## src/rtl/nvm_ctrl_pkg.sv

```systemverilog
package nvm_ctrl_pkg;
   localparam int BUS_W = 32;

   typedef enum logic [1:0] {
      REG_CTRL = 2'd0,
      REG_KEY  = 2'd1,
      REG_ADDR = 2'd2,
      REG_DATA = 2'd3
   } reg_e;

   typedef enum logic [1:0] {
      FORM_RAW  = 2'd0,
      FORM_SET  = 2'd1,
      FORM_CLR  = 2'd2,
      FORM_NONE = 2'd3
   } form_e;

   localparam int CB_LVD  = 12;
   localparam int CB_WERR = 13;
   localparam int CB_WEN  = 14;
   localparam int CB_GO   = 15;

   function automatic logic [BUS_W-1:0] apply_form(form_e f,
                                                   logic [BUS_W-1:0] cur,
                                                   logic [BUS_W-1:0] w);
      case (f)
         FORM_RAW: apply_form = w;
         FORM_SET: apply_form = cur | w;
         FORM_CLR: apply_form = cur & ~w;
         default:  apply_form = cur;
      endcase
   endfunction
endpackage

```

## src/rtl/nvm_key_fsm.sv

```systemverilog
module nvm_key_fsm #(
   parameter logic [31:0] KEY_A = 32'h0000_0000,
   parameter logic [31:0] KEY_B = 32'hAA99_6655,
   parameter logic [31:0] KEY_C = 32'h5566_99AA
) (
   input  logic        clk,
   input  logic        rst_n,
   input  logic        wen,
   input  logic        key_wr,
   input  logic [31:0] key_val,
   input  logic        consume,
   output logic        unlocked
);
   typedef enum logic [1:0] {K_IDLE, K_SEEN_A, K_SEEN_B, K_OPEN} kst_e;
   kst_e st_q, st_d;

   always_comb begin
      st_d = st_q;
      if (!wen || consume) begin
         st_d = K_IDLE;
      end else if (key_wr) begin
         if (key_val == KEY_A)                              st_d = K_SEEN_A;
         else if (st_q == K_SEEN_A && key_val == KEY_B)     st_d = K_SEEN_B;
         else if (st_q == K_SEEN_B && key_val == KEY_C)     st_d = K_OPEN;
         else                                               st_d = K_IDLE;
      end
   end

   always_ff @(posedge clk) begin
      if (!rst_n) st_q <= K_IDLE;
      else        st_q <= st_d;
   end

   assign unlocked = (st_q == K_OPEN);

   // opening only follows a key write made in the second step
   a_r3_open_after_seq: assert property (@(posedge clk) disable iff (!rst_n)
      $rose(unlocked) |-> ($past(st_q == K_SEEN_B) && $past(key_wr)));
   // write enable low closes the unlock
   a_r6_wen_closes: assert property (@(posedge clk) disable iff (!rst_n)
      !wen |=> !unlocked);
   // a consuming control write closes the unlock
   a_r6_single_use: assert property (@(posedge clk) disable iff (!rst_n)
      consume |=> !unlocked);
endmodule

```

## src/rtl/nvm_op_launch.sv

```systemverilog
module nvm_op_launch #(
   parameter int OP_W     = 4,
   parameter int OP_NOP   = 0,
   parameter int OP_WRITE = 1,
   parameter int OP_ERASE = 4
) (
   input  logic            clk,
   input  logic            rst_n,
   input  logic            start,
   input  logic [OP_W-1:0] op,
   input  logic            ack,
   input  logic            ack_werr,
   input  logic            ack_lerr,
   output logic            busy,
   output logic            req,
   output logic            werr,
   output logic            lerr
);
   localparam logic [OP_W-1:0] C_NOP   = OP_W'(OP_NOP);
   localparam logic [OP_W-1:0] C_WRITE = OP_W'(OP_WRITE);
   localparam logic [OP_W-1:0] C_ERASE = OP_W'(OP_ERASE);

   logic is_nop_q;

   always_ff @(posedge clk) begin
      if (!rst_n) begin
         busy     <= 1'b0;
         req      <= 1'b0;
         werr     <= 1'b0;
         lerr     <= 1'b0;
         is_nop_q <= 1'b0;
      end else if (!busy) begin
         if (start) begin
            busy     <= 1'b1;
            req      <= (op == C_WRITE) || (op == C_ERASE);
            is_nop_q <= (op == C_NOP);
         end
      end else if (req) begin
         if (ack) begin
            busy <= 1'b0;
            req  <= 1'b0;
            werr <= werr | ack_werr;
            lerr <= lerr | ack_lerr;
         end
      end else begin
         busy <= 1'b0;
         if (is_nop_q) begin
            werr <= 1'b0;
            lerr <= 1'b0;
         end
      end
   end

   // a request only exists inside a busy window
   a_r5_req_in_busy: assert property (@(posedge clk) disable iff (!rst_n)
      req |-> busy);
   // request held until acknowledged
   a_r5_req_hold: assert property (@(posedge clk) disable iff (!rst_n)
      (req && !ack) |=> req);
   // an operation without request finishes after one cycle
   a_r7_short_op: assert property (@(posedge clk) disable iff (!rst_n)
      (busy && !req) |=> !busy);
   // error bits fall only at a no-op completion
   a_r8_sticky_werr: assert property (@(posedge clk) disable iff (!rst_n)
      $fell(werr) |-> $past(busy && !req && is_nop_q));
   a_r8_sticky_lerr: assert property (@(posedge clk) disable iff (!rst_n)
      $fell(lerr) |-> $past(busy && !req && is_nop_q));
endmodule

```

## src/rtl/nvm_keyed_ctrl.sv

```systemverilog
module nvm_keyed_ctrl #(
   parameter int          ADDR_W   = 32,
   parameter int          OP_W     = 4,
   parameter int          OP_NOP   = 0,
   parameter int          OP_WRITE = 1,
   parameter int          OP_ERASE = 4,
   parameter logic [31:0] KEY_A    = 32'h0000_0000,
   parameter logic [31:0] KEY_B    = 32'hAA99_6655,
   parameter logic [31:0] KEY_C    = 32'h5566_99AA
) (
   input  logic              clk,
   input  logic              rst_n,
   input  logic              bus_wr,
   input  logic [3:0]        bus_sel,
   input  logic [31:0]       bus_wdata,
   output logic [31:0]       bus_rdata,
   output logic              arr_req,
   output logic [OP_W-1:0]   arr_op,
   output logic [ADDR_W-1:0] arr_addr,
   output logic [31:0]       arr_wdata,
   input  logic              arr_ack,
   input  logic              arr_wrerr,
   input  logic              arr_lvderr
);
   import nvm_ctrl_pkg::*;

   localparam int N_REGS = 4;

   if (ADDR_W < 1 || ADDR_W > BUS_W) begin : g_bad_addr_w
      $error("ADDR_W must lie in 1..32");
   end
   if (OP_W < 3 || OP_W > CB_LVD) begin : g_bad_op_w
      $error("OP_W must lie in 3..12");
   end

   logic [OP_W-1:0]   op_q;
   logic              wen_q;
   logic [31:0]       key_q;
   logic [ADDR_W-1:0] addr_q;
   logic [31:0]       data_q;
   logic              busy, werr, lerr, unlocked;

   form_e form;
   assign form = form_e'(bus_sel[1:0]);

   logic [N_REGS-1:0] hit;
   for (genvar g = 0; g < N_REGS; g++) begin : g_hit
      assign hit[g] = bus_wr && (bus_sel[3:2] == g[1:0]) && (form != FORM_NONE);
   end

   logic [31:0] ctrl_cur, addr_cur, ctrl_new, key_new, addr_new, data_new;
   always_comb begin
      ctrl_cur              = '0;
      ctrl_cur[OP_W-1:0]    = op_q;
      ctrl_cur[CB_LVD]      = lerr;
      ctrl_cur[CB_WERR]     = werr;
      ctrl_cur[CB_WEN]      = wen_q;
      ctrl_cur[CB_GO]       = busy;
      addr_cur              = '0;
      addr_cur[ADDR_W-1:0]  = addr_q;
      ctrl_new = apply_form(form, ctrl_cur, bus_wdata);
      key_new  = apply_form(form, key_q,    bus_wdata);
      addr_new = apply_form(form, addr_cur, bus_wdata);
      data_new = apply_form(form, data_q,   bus_wdata);
   end

   logic unused_ctrl_bits;
   assign unused_ctrl_bits = &{1'b0, ctrl_new[31:16], ctrl_new[CB_WERR],
                               ctrl_new[CB_LVD], ctrl_new[CB_LVD-1:OP_W],
                               addr_new};

   logic go_wr, start;
   assign go_wr = hit[REG_CTRL] && ctrl_new[CB_GO];
   assign start = go_wr && !busy && unlocked && wen_q;

   always_ff @(posedge clk) begin
      if (!rst_n) begin
         op_q   <= '0;
         wen_q  <= 1'b0;
         key_q  <= '0;
         addr_q <= '0;
         data_q <= '0;
      end else begin
         if (hit[REG_CTRL]) begin
            wen_q <= ctrl_new[CB_WEN];
            if (!busy) op_q <= ctrl_new[OP_W-1:0];
         end
         if (hit[REG_KEY]) key_q <= key_new;
         if (hit[REG_ADDR] && !busy) addr_q <= addr_new[ADDR_W-1:0];
         if (hit[REG_DATA] && !busy) data_q <= data_new;
      end
   end

   nvm_key_fsm #(.KEY_A(KEY_A), .KEY_B(KEY_B), .KEY_C(KEY_C)) u_key (
      .clk      (clk),
      .rst_n    (rst_n),
      .wen      (wen_q),
      .key_wr   (hit[REG_KEY]),
      .key_val  (key_new),
      .consume  (go_wr),
      .unlocked (unlocked)
   );

   nvm_op_launch #(.OP_W(OP_W), .OP_NOP(OP_NOP), .OP_WRITE(OP_WRITE),
                   .OP_ERASE(OP_ERASE)) u_launch (
      .clk      (clk),
      .rst_n    (rst_n),
      .start    (start),
      .op       (ctrl_new[OP_W-1:0]),
      .ack      (arr_ack),
      .ack_werr (arr_wrerr),
      .ack_lerr (arr_lvderr),
      .busy     (busy),
      .req      (arr_req),
      .werr     (werr),
      .lerr     (lerr)
   );

   always_comb begin
      case (reg_e'(bus_sel[3:2]))
         REG_CTRL: bus_rdata = ctrl_cur;
         REG_ADDR: bus_rdata = addr_cur;
         REG_DATA: bus_rdata = data_q;
         default:  bus_rdata = '0;
      endcase
   end

   assign arr_op    = op_q;
   assign arr_addr  = addr_q;
   assign arr_wdata = data_q;

   // busy only rises out of an open unlock with write enable set
   a_r4_start_gated: assert property (@(posedge clk) disable iff (!rst_n)
      $rose(busy) |-> $past(unlocked && wen_q));
   // operands frozen while busy
   a_r9_operands_frozen: assert property (@(posedge clk) disable iff (!rst_n)
      busy |=> ($stable(addr_q) && $stable(data_q) && $stable(op_q)));
   // request payload stays put while waiting
   a_r5_payload_stable: assert property (@(posedge clk) disable iff (!rst_n)
      (arr_req && !arr_ack) |=> ($stable(arr_op) && $stable(arr_addr) && $stable(arr_wdata)));
endmodule

```

## config.mk

```make
export PLATFORM = sky130hd
export DESIGN_NAME = nvm_keyed_ctrl
export DESIGN_NICKNAME = d
export VERILOG_FILES = /design/src/rtl/nvm_ctrl_pkg.sv /design/src/rtl/nvm_key_fsm.sv /design/src/rtl/nvm_op_launch.sv /design/src/rtl/nvm_keyed_ctrl.sv
export SDC_FILE = /design/constraint.sdc
export NUM_CORES = 1
export LEC_CHECK = 0
export BUFFER_PORTS_ARGS = -buffer_cell sky130_fd_sc_hd__buf_2
export CAP_MARGIN = 5
export CELL_PAD_IN_SITES_DETAIL_PLACEMENT = 1
export CELL_PAD_IN_SITES_GLOBAL_PLACEMENT = 2
export CORE_ASPECT_RATIO = 0.5
export CORE_MARGIN = 1
export CORE_UTILIZATION = 32
export DETAILED_ROUTE_END_ITERATION = 8
export PLACE_DENSITY_LB_ADDON = 0.1
export SLEW_MARGIN = 25
export SYNTH_ARGS = -nofsm -noshare
export SYNTH_HDL_FRONTEND = slang
export SYNTH_SLANG_ARGS = --single-unit
```

## constraint.sdc

```tcl
create_clock -name clk -period 5.4 [get_ports clk]
set_clock_uncertainty 0.2 [all_clocks]
set_input_delay 0.81 -clock clk [delete_from_list [all_inputs] [get_ports clk]]
set_output_delay 0.81 -clock clk [all_outputs]
set_load 0.05 [all_outputs]
```

==> After elaboration in Yosys (flattened, before gate mapping) <==
Index checks and enable logic that the tools add are counted.
{ "op_classes": {"n_eq_ne": 14, "mux": 19, "bitwise": 13, "reduce_logical": 34} }
{ "ops": {"columns": ["cell", "n"], "rows": [
  ["32-bit one-hot mux with 3 select lines", 4],
  ["32-bit bitwise AND", 3],
  ["32-bit OR", 3],
  ["16-bit one-hot mux with 3 select lines", 1],
  ["32-bit by 31-bit equality test with 1-bit output (second input constant)", 1],
  ["32-bit equality test (second input constant)", 1],
  ["32-bit logical NOT", 1],
  ["32-bit NOT", 1],
  ["16-bit bitwise AND", 1],
  ["1-bit logical AND", 16],
  ["16-bit OR", 1],
  ["1-bit 2-to-1 mux", 11],
  ["2-bit equality test (second input constant)", 5],
  ["2-bit AND reduction", 5],
  ["2-bit by 1-bit equality test with 1-bit output (second input constant)", 3],
  ["2-bit 2-to-1 mux", 3],
  ["4-bit by 1-bit equality test with 1-bit output (second input constant)", 1],
  ["4-bit by 3-bit equality test with 1-bit output (second input constant)", 1],
  ["2-bit logical NOT", 2],
  ["4-bit logical NOT", 1],
  ["2-bit != test (second input constant)", 2],
  ["2-bit nonzero test", 2],
  ["3-bit AND reduction", 1],
  ["3-bit nonzero test", 1],
  ["other kinds (5)", 9]
]} }
{ "totals": {"register_bits": 108} }

==> Longest topological paths before layout <==
{ "logic_depth": {"depth_word": 9, "depth_mapped": 11} }

==> Cells and area by module <==
Synthesis repeated with hierarchy kept, for this count alone.
{ "unflattened": {"hier_cells": 692, "area_unflattened_um2": 6167.2} }
{ "by_module_without_submodules": {"columns": ["module", "cells_each", "area_each_um2", "seq_area_each_um2", "n_inst"], "rows": [
  ["nvm_keyed_ctrl", 633, 5693.0, 2021.9, 1],
  ["nvm_key_fsm", 35, 254.0, 40.0, 1],
  ["nvm_op_launch", 24, 220.2, 100.1, 1]
]} }

==> Worst setup path after synthesis <==
OpenSTA, ideal clock, no wires.
{ "synth_path": {"path_type": "input -> output", "start": "input port bus_sel[2]", "end": "output port bus_rdata[10]", "arrival_ns": 2.398, "stages": 4, "path_buffers": 2, "setup_slack_ns": 1.992, "cell_sequence": "clkbuf_1 -> clkbuf_1 -> mux2i_1 -> nor2b_1"} }
{ "synth_via": {"elab_chain_len": 2, "elab_cells_between_ends": 4} }
{ "synth_rtl": {"columns": ["element", "line", "rtl"], "rows": [
  ["start: declaration", "nvm_keyed_ctrl.sv:14", "input logic [3:0] bus_sel,"],
  ["2-bit equality test / 2-bit logical NOT (equally long branches)", "nvm_keyed_ctrl.sv:120", "case (reg_e'(bus_sel[3:2]))"],
  ["32-bit one-hot mux with 3 select lines (*)", "nvm_keyed_ctrl.sv:120", null],
  ["end: declaration", "nvm_keyed_ctrl.sv:16", "output logic [31:0] bus_rdata,"]
]} }
Mark *: on every way between the ends. The rest lies on a longest branch, timed or not.

==> Final worst setup path <==
{ "layout_path": {"start": "input port bus_sel[2]", "end": "output port bus_rdata[13]"} }
Same word-level chain as after synthesis.

==> flow_metrics.tcl <==
set metrics [dict create \
    status "finished clean" \
    cp_cell_sequence "buf_2 -> buf_4 -> mux2_2 -> a22o_1 -> buf_2" \
    grt_first_pass_wirelength_mm 36.8 \
    achievable-frequency_ghz 0.279 \
    vdd_drop_max_mv 0.147 \
    critical-path-top-cell-by-count "buf_2" \
    commonest_cells_after_routing_fill_and_taps_aside "166 x nor2_1, 142 x buf_2, 139 x a21oi_1" \
    synth.net_count 881 \
    final_cell_count_no_fill 1203 \
    synth_mux_area_frac 0.0682 \
    crit_slowest_cell "buf_2" \
    p_switching_w 0.000606 \
    floorplan.rows 35 \
    grt_antenna_before_repair 0 \
    globalplace.congestion 0.852 \
    setup_repair_after_global_routing_missed_its_margin "false" \
    detailedRoute.firstIterationViolations 316 \
    critPathKind "in -> out" \
    fin_crit_ps 3580 \
    hpwlAfterDp_mm 17.2 \
    numCtsBuffers 9 \
    final_core_util 0.393 \
    placed_cells_incl_taps 1188 \
    critPathArrivalTime_ps 2570 \
    cts.sinks 108 \
    syn-cell-area_mm2 0.00613 \
    synthFlopType "dfxtp_1" \
    synth_edf_count 0 \
    fin_nets 986 \
    yosysTopAreaCellShare 0.353 \
    fp.dieArea_mm2 0.0197 \
    dieWidth_um 198 \
    gr-usage-all-layers 0.242 \
    synth.yosys.seq_area_share 0.353 \
    h-tree-depth 3 \
    antenna_cells 0 \
    quantity_of_hold_fixing_buffers_added_after_cts 0 \
    worstPathRequired_ps 4390 \
    tritoncts "yes" \
    layout-drive-gt1-share 0.211 \
    drv.max_cap_violation_count 0 \
    worst-slew-pin-transition_ps 894 \
    timing.final.max_slew_violations 0 \
    synth-compound-area-share 0.239 \
    crit_buf_inv 3 \
    powerDensity_mw_per_mm2 254 \
    placeableCoreArea_mm2 0.0186 \
    setup_viol 0 \
    synthTopCellsByArea "dfxtp_1 35%, a21oi_1 11%, nor2_1 10%" \
    post_synth_xor_area_fraction 0.00143 \
    remaining_drc_errors 0 \
    clk_path_buf_depth 2 \
    syn_to_final_growth_pct 19.0 \
    clock_latency_ps 360 \
    critPathLaunchType "input port" \
    clock_power_share 0.334 \
    io_pins 143 \
    grt_overflow 0 \
    cellInternalPower_w 0.00125 \
    first_global_vias 6342 \
    most_common_library_cell_in_the_layout_ignoring_fill_and_taps "nor2_1" \
    worst_hold_path_type "reg -> reg" \
    die_height_um 99.9 \
    post_cts.resized_instances 0 \
    finalHoldViolCount 0 \
    synth_area_per_cell_um2 7.34 \
    switching_part_of_the_total 0.327 \
    post_synth_and_or_nand_nor_area_fraction 0.271 \
    drt-vias-per-instance 5.26 \
    worst-path-max-fanout 22 \
    totalNegativeSetupSlack_ps 0 \
    maximum_number_of_pins_on_one_net_before_global_route_repair 68 \
    worst_slew_margin_relative_to_its_limit 0.403 \
    worstSetupEndpointType "output port" \
    synth_top_family_by_area "simple AND/OR/NAND/NOR gates" \
    synth.largest_area_cell "dfxtp_1" \
    clkSlewWorstSetupHoldPaths_ps 80 \
    drtPass1Iterations 4 \
    cp_top_family "buffers and inverters" \
    crit_path_max_incr_delay_ps 460 \
    synth.yosys.warnings 0 \
    ys_async_sr_fraction 0 \
    buffer_ports.inserted 142 \
    total_of_flip_flops_plus_latches_after_synthesis 108 \
    number_of_library_cell_types_mapped_by_synthesis 49 \
    finalHoldWorstSlack_ps 262 \
    postRouteWirelength_mm 23.3 \
    clock-root-buffer "clkbuf_16" \
    power.static_leakage_nw 3.02 \
    timing.final.crit_share 0.663 \
    vias 6332 \
    routed_wire_length_per_instance_um 19.4 \
    synth_fa_ha_area_frac 0.00816 \
    postSynthCellCount 835 \
    postRouteAntennaNets 0 \
    starting_density_of_the_core 0.330 \
    share_comb_of_total_power 0.218 \
    p_seq_frac 0.448 \
    post-cts-setup-buffer-count 0 \
]
## Yosys cell counts (6+ instances only)
master and count:
a21oi_1 139, a22o_1 8, a32o_1 23, clkbuf_1 53
dfxtp_1 108, inv_1 29, mux2_2 14, mux2i_1 26
nand2_1 44, nand2b_1 44, nand4_1 7, nor2_1 166
nor2b_1 32, nor4_1 6, o21ai_0 66, or2b_1 14
## state kept, by name, indices dropped and copies added, names as in the netlist
| name | cells |
|---|---|
| arr_addr | 32 |
| arr_op | 4 |
| arr_wdata | 32 |
| key_q | 32 |
| u_key.st_q | 2 |
| u_launch.busy | 1 |
| u_launch.is_nop_q | 1 |
| u_launch.lerr | 1 |
| u_launch.req | 1 |
| u_launch.werr | 1 |
| wen_q | 1 |
## power by group through the flow
stage | Clock (W) | Sequential (W) | Combinational (W)
CTS | 0.000643 | 0.000831 | 0.000406
floorplan | 0 | 0.000896 | 0.000222
global route | 0.000673 | 0.000834 | 0.000439
detailed placement | 0 | 0.000849 | 0.000404
global placement | 0 | 0.000849 | 0.000397
finish | 0.000619 | 0.000831 | 0.000404
## worst min-delay path, delay by kind of cell (launching register included)
| kind | cells | cell delay, ps |
|---|---|---|
| flops | 1 | 320 |
| simple gates | 1 | 50 |
| compound gates | 1 | 50 |
## per-stage QoR
stage               setup slack [ps]  cell area (um^2)  total power (W)
floorplan                       1990              6130          0.00112
global placement                1270              7020          0.00125
detailed placement              1510              7030          0.00125
CTS                             1800              7290          0.00188
global route                    1580              7290          0.00195
finish                          1820              7290          0.00185
## path summary, 6_finish.rpt
kind                  from                end  slack (ps)  cells after the start
min               key_q[5]           key_q[5]         260                      2
max reg2reg  u_launch.busy  u_launch.is_nop_q        3120                      4
min reg2reg       key_q[5]           key_q[5]         260                      2
max             bus_sel[2]      bus_rdata[13]        1820                      5
## logic make-up (layout without fill, tap and decap cells)
logic type | after synthesis | count (layout)
AND/OR/NAND/NOR | 338 | 338
AO/OA/AOI/OAI | 253 | 253
XOR/XNOR | 1 | 1
adder cells (fa/ha/maj) | 4 | 4
buffers and inverters | 91 | 200
multiplexers | 40 | 40
flip-flops | 108 | 108
## per-layer routing
| metal | wire (um) | up-vias | GRT usage |
|---|---|---|---|
| li1 | - | 3072 | - |
| met1 | 11700 | 3103 | 0.335 |
| met2 | 10400 | 140 | 0.395 |
| met3 | 969 | 17 | 0.0454 |
| met4 | 201 | 0 | 0.0441 |
| met5 | 0 | - | 0 |
## final cells by class
class / instances / area, um^2
clock buffers: 11 / 233
flip-flops and latches: 108 / 2160
clock inverters: 4 / 26.3
well taps: 259 / 324
inverters: 29 / 109
repair buffers: 156 / 816
multi-input cells: 636 / 3620
fillers: 2355 / 11300
Power figures use the tool's default switching activity.
